$ cat src/rtl/iso_rx_pkg.sv
package iso_rx_pkg;
    typedef enum logic [1:0] {
        RX_IDLE    = 2'd0,
        RX_FILL    = 2'd1,
        RX_DISCARD = 2'd2
    } rx_state_e;

    localparam int CSR_RDY   = 0;
    localparam int CSR_DONE  = 1;
    localparam int CSR_OVF   = 2;
    localparam int CSR_AVAIL = 6;
    localparam int CSR_SHORT = 7;
endpackage

$ cat src/rtl/iso_rx_store.sv
module iso_rx_store #(
    parameter int DEPTH = 512,
    localparam int AW = $clog2(DEPTH)
) (
    input  logic          clk,
    input  logic          rst_n,
    input  logic          push,
    input  logic [7:0]    push_data,
    input  logic          commit,
    input  logic          rollback,
    input  logic          pop,
    output logic [7:0]    head_data,
    output logic [AW:0]   used_commit,
    output logic [AW:0]   used_total
);
    logic [7:0]  mem [DEPTH];
    logic [AW:0] wr_ptr, cm_ptr, rd_ptr;

    always_ff @(posedge clk) begin
        if (push) begin
            mem[wr_ptr[AW-1:0]] <= push_data;
        end
    end

    always_ff @(posedge clk) begin
        if (!rst_n) begin
            wr_ptr <= '0;
            cm_ptr <= '0;
            rd_ptr <= '0;
        end else begin
            if (push) begin
                wr_ptr <= wr_ptr + 1'b1;
            end else if (rollback) begin
                wr_ptr <= cm_ptr;
            end
            if (commit) begin
                cm_ptr <= wr_ptr;
            end
            if (pop) begin
                rd_ptr <= rd_ptr + 1'b1;
            end
        end
    end

    assign head_data   = mem[rd_ptr[AW-1:0]];
    assign used_commit = cm_ptr - rd_ptr;
    assign used_total  = wr_ptr - rd_ptr;

    // the storage never holds more than its two-packet capacity
    assert_store_bound_R12: assert property (@(posedge clk) disable iff (!rst_n)
        used_total <= (AW+1)'(DEPTH));
    // a pop only consumes committed data
    assert_pop_committed_R10: assert property (@(posedge clk) disable iff (!rst_n)
        pop |-> used_commit != '0);
endmodule

$ cat src/rtl/iso_rx_ctrl.sv
module iso_rx_ctrl
    import iso_rx_pkg::*;
#(
    parameter int MAX_PKT = 256,
    parameter int DEPTH   = 512,
    localparam int AW = $clog2(DEPTH),
    localparam int LW = $clog2(MAX_PKT + 1)
) (
    input  logic          clk,
    input  logic          rst_n,
    input  logic          sop,
    input  logic          byte_vld,
    input  logic          eop,
    input  logic          good,
    input  logic [AW:0]   used_commit,
    input  logic [1:0]    pkt_cnt,
    output logic          push,
    output logic          commit,
    output logic          rollback,
    output logic          set_done,
    output logic          set_ovf,
    output logic          set_short,
    output logic          clr_short,
    output logic          q_push,
    output logic [LW-1:0] q_len
);
    localparam logic [AW:0]   ROOM_LIMIT = (AW+1)'(DEPTH - MAX_PKT);
    localparam logic [LW-1:0] MAX_LEN    = LW'(MAX_PKT);

    rx_state_e     state_q, state_n;
    logic [LW-1:0] cnt_q, cnt_n;
    logic          room;

    assign room  = (used_commit <= ROOM_LIMIT) && (pkt_cnt < 2'd2);
    assign q_len = cnt_q;

    always_ff @(posedge clk) begin
        if (!rst_n) begin
            state_q <= RX_IDLE;
            cnt_q   <= '0;
        end else begin
            state_q <= state_n;
            cnt_q   <= cnt_n;
        end
    end

    always_comb begin
        state_n   = state_q;
        cnt_n     = cnt_q;
        push      = 1'b0;
        commit    = 1'b0;
        rollback  = 1'b0;
        set_done  = 1'b0;
        set_ovf   = 1'b0;
        set_short = 1'b0;
        clr_short = 1'b0;
        q_push    = 1'b0;
        if (sop) begin
            clr_short = 1'b1;
            rollback  = (state_q == RX_FILL);
            cnt_n     = '0;
            if (room) begin
                state_n = RX_FILL;
            end else begin
                state_n = RX_DISCARD;
                set_ovf = 1'b1;
            end
        end else begin
            unique case (state_q)
                RX_IDLE: begin
                    state_n = RX_IDLE;
                end
                RX_FILL: begin
                    if (eop) begin
                        state_n = RX_IDLE;
                        if (good) begin
                            set_done  = 1'b1;
                            set_short = (cnt_q < MAX_LEN);
                            commit    = (cnt_q != '0);
                            q_push    = (cnt_q != '0);
                        end else begin
                            rollback = 1'b1;
                        end
                    end else if (byte_vld) begin
                        if (cnt_q == MAX_LEN) begin
                            rollback = 1'b1;
                            state_n  = RX_DISCARD;
                        end else begin
                            push  = 1'b1;
                            cnt_n = cnt_q + 1'b1;
                        end
                    end
                end
                RX_DISCARD: begin
                    if (eop) begin
                        state_n = RX_IDLE;
                    end
                end
                default: state_n = RX_IDLE;
            endcase
        end
    end

    // no packet ever stores more than MAX_PKT bytes
    assert_no_oversize_R9: assert property (@(posedge clk) disable iff (!rst_n)
        push |-> cnt_q < MAX_LEN);
    // a refused packet stores nothing until the next start strobe
    assert_drop_silent_R7: assert property (@(posedge clk) disable iff (!rst_n)
        set_ovf |=> !push);
endmodule

$ cat src/rtl/iso_rx_pktq.sv
module iso_rx_pktq #(
    parameter int LW = 9
) (
    input  logic          clk,
    input  logic          rst_n,
    input  logic          q_push,
    input  logic [LW-1:0] q_len,
    input  logic          rd_fire,
    output logic [1:0]    pkt_cnt,
    output logic          last_rd
);
    logic [LW-1:0] len_q [2];
    logic          wr_i, rd_i;
    logic [LW-1:0] rd_cnt;

    assign last_rd = rd_fire && ((rd_cnt + LW'(1)) == len_q[rd_i]);

    always_ff @(posedge clk) begin
        if (!rst_n) begin
            len_q[0] <= '0;
            len_q[1] <= '0;
            wr_i     <= 1'b0;
            rd_i     <= 1'b0;
            rd_cnt   <= '0;
            pkt_cnt  <= '0;
        end else begin
            if (q_push) begin
                len_q[wr_i] <= q_len;
                wr_i        <= ~wr_i;
            end
            if (last_rd) begin
                rd_cnt <= '0;
                rd_i   <= ~rd_i;
            end else if (rd_fire) begin
                rd_cnt <= rd_cnt + 1'b1;
            end
            unique case ({q_push, last_rd})
                2'b10:   pkt_cnt <= pkt_cnt + 1'b1;
                2'b01:   pkt_cnt <= pkt_cnt - 1'b1;
                default: pkt_cnt <= pkt_cnt;
            endcase
        end
    end

    // at most two packets are ever held
    assert_pkt_cap_R12: assert property (@(posedge clk) disable iff (!rst_n)
        q_push |-> pkt_cnt != 2'd2);
    // reads only complete a packet that exists
    assert_read_bounded_R10: assert property (@(posedge clk) disable iff (!rst_n)
        last_rd |-> pkt_cnt != 2'd0);
endmodule

$ cat src/rtl/iso_out_rx.sv
module iso_out_rx
    import iso_rx_pkg::*;
#(
    parameter int MAX_PKT = 256
) (
    input  logic        clk,
    input  logic        rst_n,
    input  logic        rx_sop,
    input  logic        rx_byte_vld,
    input  logic [7:0]  rx_byte,
    input  logic        rx_eop,
    input  logic        rx_good,
    input  logic        rd_pop,
    output logic [7:0]  rd_data,
    input  logic        csr_wr,
    input  logic [31:0] csr_wdata,
    output logic [31:0] csr_rdata,
    input  logic        irq_en,
    output logic        irq
);
    localparam int DEPTH = 2 * MAX_PKT;
    localparam int AW    = $clog2(DEPTH);
    localparam int LW    = $clog2(MAX_PKT + 1);

    logic          push, commit, rollback, set_done, set_ovf, set_short, clr_short;
    logic          q_push, last_rd, rd_fire;
    logic [LW-1:0] q_len;
    logic [1:0]    pkt_cnt;
    logic [AW:0]   used_commit, used_total;
    logic          done_q, ovf_q, short_q, rdy, avail;
    logic          unused_wbits;

    assign unused_wbits = ^{csr_wdata[31:3], csr_wdata[0]};
    assign rd_fire      = rd_pop && (pkt_cnt != 2'd0);

    iso_rx_ctrl #(.MAX_PKT(MAX_PKT), .DEPTH(DEPTH)) ctrl_i (
        .clk(clk), .rst_n(rst_n), .sop(rx_sop), .byte_vld(rx_byte_vld),
        .eop(rx_eop), .good(rx_good), .used_commit(used_commit), .pkt_cnt(pkt_cnt),
        .push(push), .commit(commit), .rollback(rollback), .set_done(set_done),
        .set_ovf(set_ovf), .set_short(set_short), .clr_short(clr_short),
        .q_push(q_push), .q_len(q_len)
    );

    iso_rx_store #(.DEPTH(DEPTH)) store_i (
        .clk(clk), .rst_n(rst_n), .push(push), .push_data(rx_byte),
        .commit(commit), .rollback(rollback), .pop(rd_fire),
        .head_data(rd_data), .used_commit(used_commit), .used_total(used_total)
    );

    iso_rx_pktq #(.LW(LW)) pktq_i (
        .clk(clk), .rst_n(rst_n), .q_push(q_push), .q_len(q_len),
        .rd_fire(rd_fire), .pkt_cnt(pkt_cnt), .last_rd(last_rd)
    );

    always_ff @(posedge clk) begin
        if (!rst_n) begin
            done_q  <= 1'b0;
            ovf_q   <= 1'b0;
            short_q <= 1'b0;
        end else begin
            if (set_done) begin
                done_q <= 1'b1;
            end else if (csr_wr && csr_wdata[CSR_DONE]) begin
                done_q <= 1'b0;
            end
            if (set_ovf) begin
                ovf_q <= 1'b1;
            end else if (csr_wr && csr_wdata[CSR_OVF]) begin
                ovf_q <= 1'b0;
            end
            if (set_short) begin
                short_q <= 1'b1;
            end else if (clr_short) begin
                short_q <= 1'b0;
            end
        end
    end

    assign rdy   = (pkt_cnt != 2'd0);
    assign avail = (used_total != '0);

    always_comb begin
        csr_rdata            = '0;
        csr_rdata[CSR_RDY]   = rdy;
        csr_rdata[CSR_DONE]  = done_q;
        csr_rdata[CSR_OVF]   = ovf_q;
        csr_rdata[CSR_AVAIL] = avail;
        csr_rdata[CSR_SHORT] = short_q;
    end

    assign irq = done_q && irq_en;

    // a ready packet implies bytes are held
    assert_ready_has_bytes_R4: assert property (@(posedge clk) disable iff (!rst_n)
        csr_rdata[CSR_RDY] |-> csr_rdata[CSR_AVAIL]);
    // packet-complete rises only after a good end strobe
    assert_done_source_R5: assert property (@(posedge clk) disable iff (!rst_n)
        $rose(csr_rdata[CSR_DONE]) |-> $past(rx_eop && rx_good));
    // overflow rises only after a start strobe
    assert_ovf_source_R7: assert property (@(posedge clk) disable iff (!rst_n)
        $rose(csr_rdata[CSR_OVF]) |-> $past(rx_sop));
    // overflow falls only after a clearing write
    assert_ovf_hold_R7: assert property (@(posedge clk) disable iff (!rst_n)
        $fell(csr_rdata[CSR_OVF]) |-> $past(csr_wr && csr_wdata[CSR_OVF]));
    // short-packet falls only when a new packet starts
    assert_short_clear_R6: assert property (@(posedge clk) disable iff (!rst_n)
        $fell(csr_rdata[CSR_SHORT]) |-> $past(rx_sop));
endmodule

$ cat config.mk
export PLATFORM = sky130hd
export DESIGN_NAME = iso_out_rx
export DESIGN_NICKNAME = d
export VERILOG_FILES = /design/src/rtl/iso_rx_pkg.sv /design/src/rtl/iso_rx_store.sv /design/src/rtl/iso_rx_ctrl.sv /design/src/rtl/iso_rx_pktq.sv /design/src/rtl/iso_out_rx.sv
export SDC_FILE = /design/constraint.sdc
export NUM_CORES = 2
export LEC_CHECK = 0
export CORE_UTILIZATION = 40
export CTS_BUF_LIST = sky130_fd_sc_hd__clkbuf_4
export CTS_CLUSTER_SIZE = 16
export DETAILED_ROUTE_END_ITERATION = 8
export SYNTH_ARGS = -nofsm -noshare
export SYNTH_HDL_FRONTEND = slang
export SYNTH_HIERARCHICAL = 1
export SYNTH_MEMORY_MAX_BITS = 65536
export SYNTH_SLANG_ARGS = --single-unit
$ cat constraint.sdc
create_clock -name clk -period 3 [get_ports clk]
set_input_delay 0.6 -clock clk [delete_from_list [all_inputs] [get_ports clk]]
set_output_delay 0.6 -clock clk [all_outputs]
set_load 0.02 [all_outputs]
* Word-level counts from Yosys, hierarchy flattened
Memory sizes are Yosys's and may differ from the RTL's. A register that Yosys moved wholly into a read port is not among the register bits.
Index checks and enable logic that the tools add are counted.
** Operators by class
- Bitwise gates (word level) :: 5
- Reduce and logical (&&, ||, !) cells :: 19
- Equality and inequality tests :: 9
- Magnitude comparators :: 3
- $add $sub $neg :: 8
- Muxes and demuxes :: 55
** Operator list (count)
- 1-bit 2-to-1 mux :: 42
- 9-bit 2-to-1 mux :: 3
- 10-bit by 1-bit adder with 10-bit output, second input constant :: 2
- 10-bit 2-to-1 mux :: 2
- 10-bit subtractor :: 2
- 9-bit by 1-bit adder with 9-bit output, second input constant :: 2
- 2-bit 2-to-1 mux :: 6
- 2-bit nonzero test :: 6
- 10-bit by 9-bit less-or-equal comparator with 1-bit output, second input constant :: 1
- 10-bit nonzero test :: 1
- 9-bit equality test :: 1
- 9-bit equality test, second input constant :: 1
- 9-bit less-than comparator, second input constant :: 1
- 9-bit nonzero test :: 1
- 9-bit OR reduction :: 1
- 4-bit != test, second input constant :: 2
- 2-bit one-hot mux with 2 select lines :: 2
- 1-bit logical AND :: 6
- 1-bit NOT :: 5
- 2-bit by 1-bit equality test with 1-bit output, second input constant :: 2
- 2-bit equality test, second input constant :: 2
- 4-bit AND reduction :: 1
- 2-bit OR reduction :: 2
- 3-bit != test, second input constant :: 1
- other kinds (4) :: 4
** Storage, ports and cells
- Bits in registers :: 57
- Memories kept :: 2
- Output and inout port bits :: 41
- Bits of input ports :: 49
- RAM bits :: 4114
** Memories
- store_i.mem :: depth 512, bits a word 8, read ports 1, clocked after memory_dff 1, wr ports 1, line iso_rx_store.sv:16 : logic [7:0] mem [DEPTH];
- pktq_i.len_q :: depth 2, bits a word 9, read ports 1, clocked after memory_dff 1, wr ports 2, line iso_rx_pktq.sv:12 : logic [LW-1:0] len_q [2];

* Longest topological paths before layout
- Word-level depth :: 10
- Depth in mapped cells :: 14
- Depth with buffers taken out :: 14

* Modules after synthesis
The synthesis kept the hierarchy.
** By module, submodules not included
- iso_rx_store :: area each 161067.0 um2, cells each 7633, seq. area each 123778.7 um2, times used 1
- iso_rx_pktq :: area each 1689.1 um2, cells each 153, seq. area each 820.8 um2, times used 1
- iso_rx_ctrl :: area each 710.7 um2, cells each 86, seq. area each 220.2 um2, times used 1
- iso_out_rx :: area each 392.9 um2, cells each 49, seq. area each 60.1 um2, times used 1

* Least setup slack after synthesis
Ideal clock, no wire load.
- Path type :: register -> output
- Start point :: reg (tool-made name)
- End point :: out rd_data[3]
- Stages on the path, launching flop included :: 13
- Arrival :: 2.587 ns
- Data required time :: 2.400 ns
- Slack :: -0.187 ns
- Cell sequence :: dfxtp_1 > buf_6 > buf_8 > buf_6 > buf_6 > buf_6 > buf_6 > nand2_1 > o21ai_0 > nor3_1 > nor4_1 > nor4_1 > nor4_1
** RTL lines
- to (decl) :: line iso_out_rx.sv:14 : output logic [7:0] rd_data,

==> metrics <==
latest clock arrival within the worst-skew pair=1.73 ns; Crit-path slowest cell=mux4_2; crit end category=output port; share of the synthesized area in the top cell type=roughly three quarters; clk buf depth=5; Finish-stage setup viols=9; area of the multi-input gates=approximately 38,000 um^2; clock root buffer=clkbuf_4; Remaining Overflow, GRT=0; Final nets=10,612; max-slew violations=0; First DRT Iteration DRCs=~11,000; mapped cell area=about 160,000 um^2; dominant cell by count in the synthesized netlist=edfxtp_1; PortBufs=32; Synth Area in Simple Gates=2.973%; worst hold stages=4; Synthesis Warnings=6; Cell Pwr Density=564.3 nW/um^2; fraction of registers with async set/reset=0%; top post-synthesis cells by area=edfxtp_1 (75%), mux4_2 (13%), mux2i_1 (1.7%); area share of fa/ha/maj cells after synthesis=0.2306%; reg-to-reg slack, setup=0.11 ns; Initial Util=40.26%; delay-heaviest family, CP=buffers and inverters; Critical Path, Cell by Cell=buf_12 > buf_12 > bufbuf_16 > buf_6 > mux4_2 > nor2_1 > o21ai_0 > o211ai_1 > o21ai_1 > buf_4 > nor4_4 > buf_4 > a211oi_2 > buf_4 > buf_12; Die ar.=412,200 um^2; fin crit share=189.6%; area of the core=407,000 um^2; Syn Area/Cell=20.69 um^2; DRT Wirelength=496,800 um; WS Path Type=reg2out; mux share of post-synthesis cell area=15.26%; Hold/Removal Path Class=in2reg; maximum VDD drop=0.0003262 V; EDFF count, synth=4,114; failing checks=setup timing; P_leak=between 60 and 70 nW; FP Rows=234; Max-cap violations=0; Yosys reg bits=4,181; crit path DAT=about 5.1 ns; HPWL after DPL=323,500 um; clk_skew=0.1346 ns; Worst Hold Path EP=ovf_q; actual slew at the worst max-slew pin=between 0.9 and 1 ns; drt drc=0; startpoint of the most critical hold path=csr_wdata[2]; R2R depth=9; largest net degree at the start of global routing=138; Detail Route Antenna Nets=0; Slew Limit Headroom=around 40%; main combinational cell family by area after synthesis=multiplexers; TritonCTS clock tree=built; GPL Wtd Cong=0.9024; ratio of cells with drive above 1 in the final layout=a little over two fifths; Post-Layout Cell Count=roughly 17,000; top cell type by total area after synthesis=edfxtp_1; f_max=about 0.18 GHz; Synth top cells by count=edfxtp_1 (4,114), mux4_2 (935), nor2_1 (616), mux2i_1 (286), clkbuf_1 (193); Worst-path clk slew=about 0.060 ns; CTS Sinks=4,181; first-pass GRT wire length=698,200 um; first-pass iteration count of the detailed router=6; via count=94,136; sum of negative setup slack=-22.43 ns; post-synthesis cell count=approximately 7,900; total CTS buffers=approximately 1,100; Cells after DPL=14,639; crit path time final=5.689 ns; initial antenna violation count=26; worst r2r dst=pktq_i/rd_i; outcome=finished with violations; placed inst area=around 180,000 um^2; Chip Height=~640 um; CTS H-tree lvls=7; Total GRT Usage=23.83%; compound-cell area share of the yosys netlist=roughly 3.0%; top_reg_cell synth=edfxtp_1; critical path's largest stage delay=0.54 ns; P&R area growth vs syn=23.06%; Vias/cell=5.648; critical path startpoint category=flop; RSZ-0062 raised after global routing=yes; M2 GR Usage=37.24%; post-route setup slack=-2.689 ns; DR WL/cell=29.81 um; vias in the first global route=96,389; Reg area=124,900 um^2; Seq/Total Area, Yosys=76.21%; CP Max Fanout=6; CP Buf/Inv Count=8; met1 GRT Util=31.92%; IO Pins=90; Synth cell types=94; fill cell count=roughly 33,000; M3 GR Usage=around 5.5%; Post-Synth XOR/XNOR Area=0.2459%; final instance area=201,700 um^2; WP data required=2.40 ns; die width=642.0 um; Fin. Hold Viols=0; GRT busiest layer=met2
-- worst min-delay path, stage by stage --
cell,delay [ns]
clkdlybuf4s50_1,0.42
a21boi_0,0.17
dlygate4sd3_1,0.57
o21a_1,0.11
-- state kept, by name, summed over array words and instances, names as in the netlist, named ones only --
| name | cells |
|---|---|
| store_i/cm_ptr | 10 |
| ovf_q | 1 |
| ctrl_i/q_len | 9 |
| pktq_i/rd_cnt | 9 |
| store_i/wr_ptr | 10 |
| done_q | 1 |
| pktq_i/wr_i | 1 |
| ctrl_i/state_q | 2 |
| store_i/rd_ptr | 10 |
| pktq_i/len_q | 18 |
| pktq_i/pkt_cnt | 2 |
| store_i/mem | 4096 |
| short_q | 1 |
| pktq_i/rd_i | 1 |
-- worst max-delay path by stage --
stage	startpoint	slack (ns)	depth (start not counted)	to
floorplan	rx_eop	-0.04	9	store_i/mem[128][0]
detailed placement	flop	-2.41	14	rd_data[2]
global placement	flop	-2.41	14	rd_data[2]
CTS	flop	-2.81	14	rd_data[0]
finish	flop	-2.69	15	rd_data[1]
global route	flop	-2.81	14	rd_data[2]
-- cells by family after synthesis --
| family | Yosys count |
|---|---|
| flops | 4181 |
| mux | 1296 |
| simple gates | 1091 |
| compound gates | 730 |
| buf+inv | 547 |
| xor+xnor | 46 |
| fa+ha+maj | 29 |
| other cells | 1 |
-- layout make-up --
type	count	share of cell area [%]
Sequential cell	4181	61.94
Tap cell	5428	3.368
Inverter	30	0.05646
Multi-Input combinational cell	3219	18.68
Timing Repair Buffer	1968	9.383
Clock buffer	1575	5.863
Antenna cell	29	0.03599
Clock inverter	236	0.6726
-- what timing repair did --
item	4_1_cts	5_1_grt
cloned	12	8
endpoints found under the setup margin	15	92
gates resized for setup	368	158
hold endpoints to repair	4153	0
hold buffers	38	0
pin swaps	75	65
setup buffers	92	52
-- power by group --
group	internal [mW]	total, mW	switching (mW)
clock network	25.4	48.1	22.8
registers	64.1	64.1	0.00729
logic	0.315	1.58	1.26
total	89.8	114	24.0
-- through the flow --
| step | power (mW) | setup WS (ns) | util [%] | hold WS (ns) |
|---|---|---|---|---|
| after global routing | 117.7 | -2.805 | 49.54 | 0.1624 |
| final | 113.8 | -2.689 | 49.55 | 0.2416 |
| after detailed placement | 66.83 | -2.409 | 45.20 | 0.4851 |
| after CTS | 114.8 | -2.813 | 49.23 | 0.01306 |
| after floorplan | 65.56 | -0.04342 | - | 0.4577 |
| after global placement | 66.74 | -2.406 | 45.20 | 0.4773 |
-- routing by layer --
layer	wire length [um]	vias to the layer above
met5	20	-
met4	18690	2
met3	48810	909
met2	235500	5367
met1	193700	49123
li1	-	38735
-- cells in the final DEF (no fill, tap or decap), types with 24 or more instances in the layout --
master	synthesis	layout
buf_6	53	57
buf_12	3	225
o221ai_1	47	27
inv_2	0	24
edfxtp_1	4114	4114
a21oi_1	117	88
conb_1	1	27
and2_1	38	35
buf_8	22	27
diode_2	0	29
buf_4	109	1575
mux2i_1	286	274
a22oi_1	103	86
o21ai_0	131	94
dlygate4sd3_1	1	31
clkbuf_4	2	1575
mux2_2	58	54
nor2_1	616	598
a22o_1	29	27
ha_1	27	25
xnor2_1	26	25
inv_1	30	27
buf_16	0	24
a21oi_2	1	28
o21ai_1	0	27
dfxtp_1	67	51
nand3_1	69	50
nand2_1	164	153
o22ai_1	96	80
mux4_2	935	939
clkinv_1	0	171
nor2b_1	44	34
Note: power is estimated with default switching activity, not from simulation.
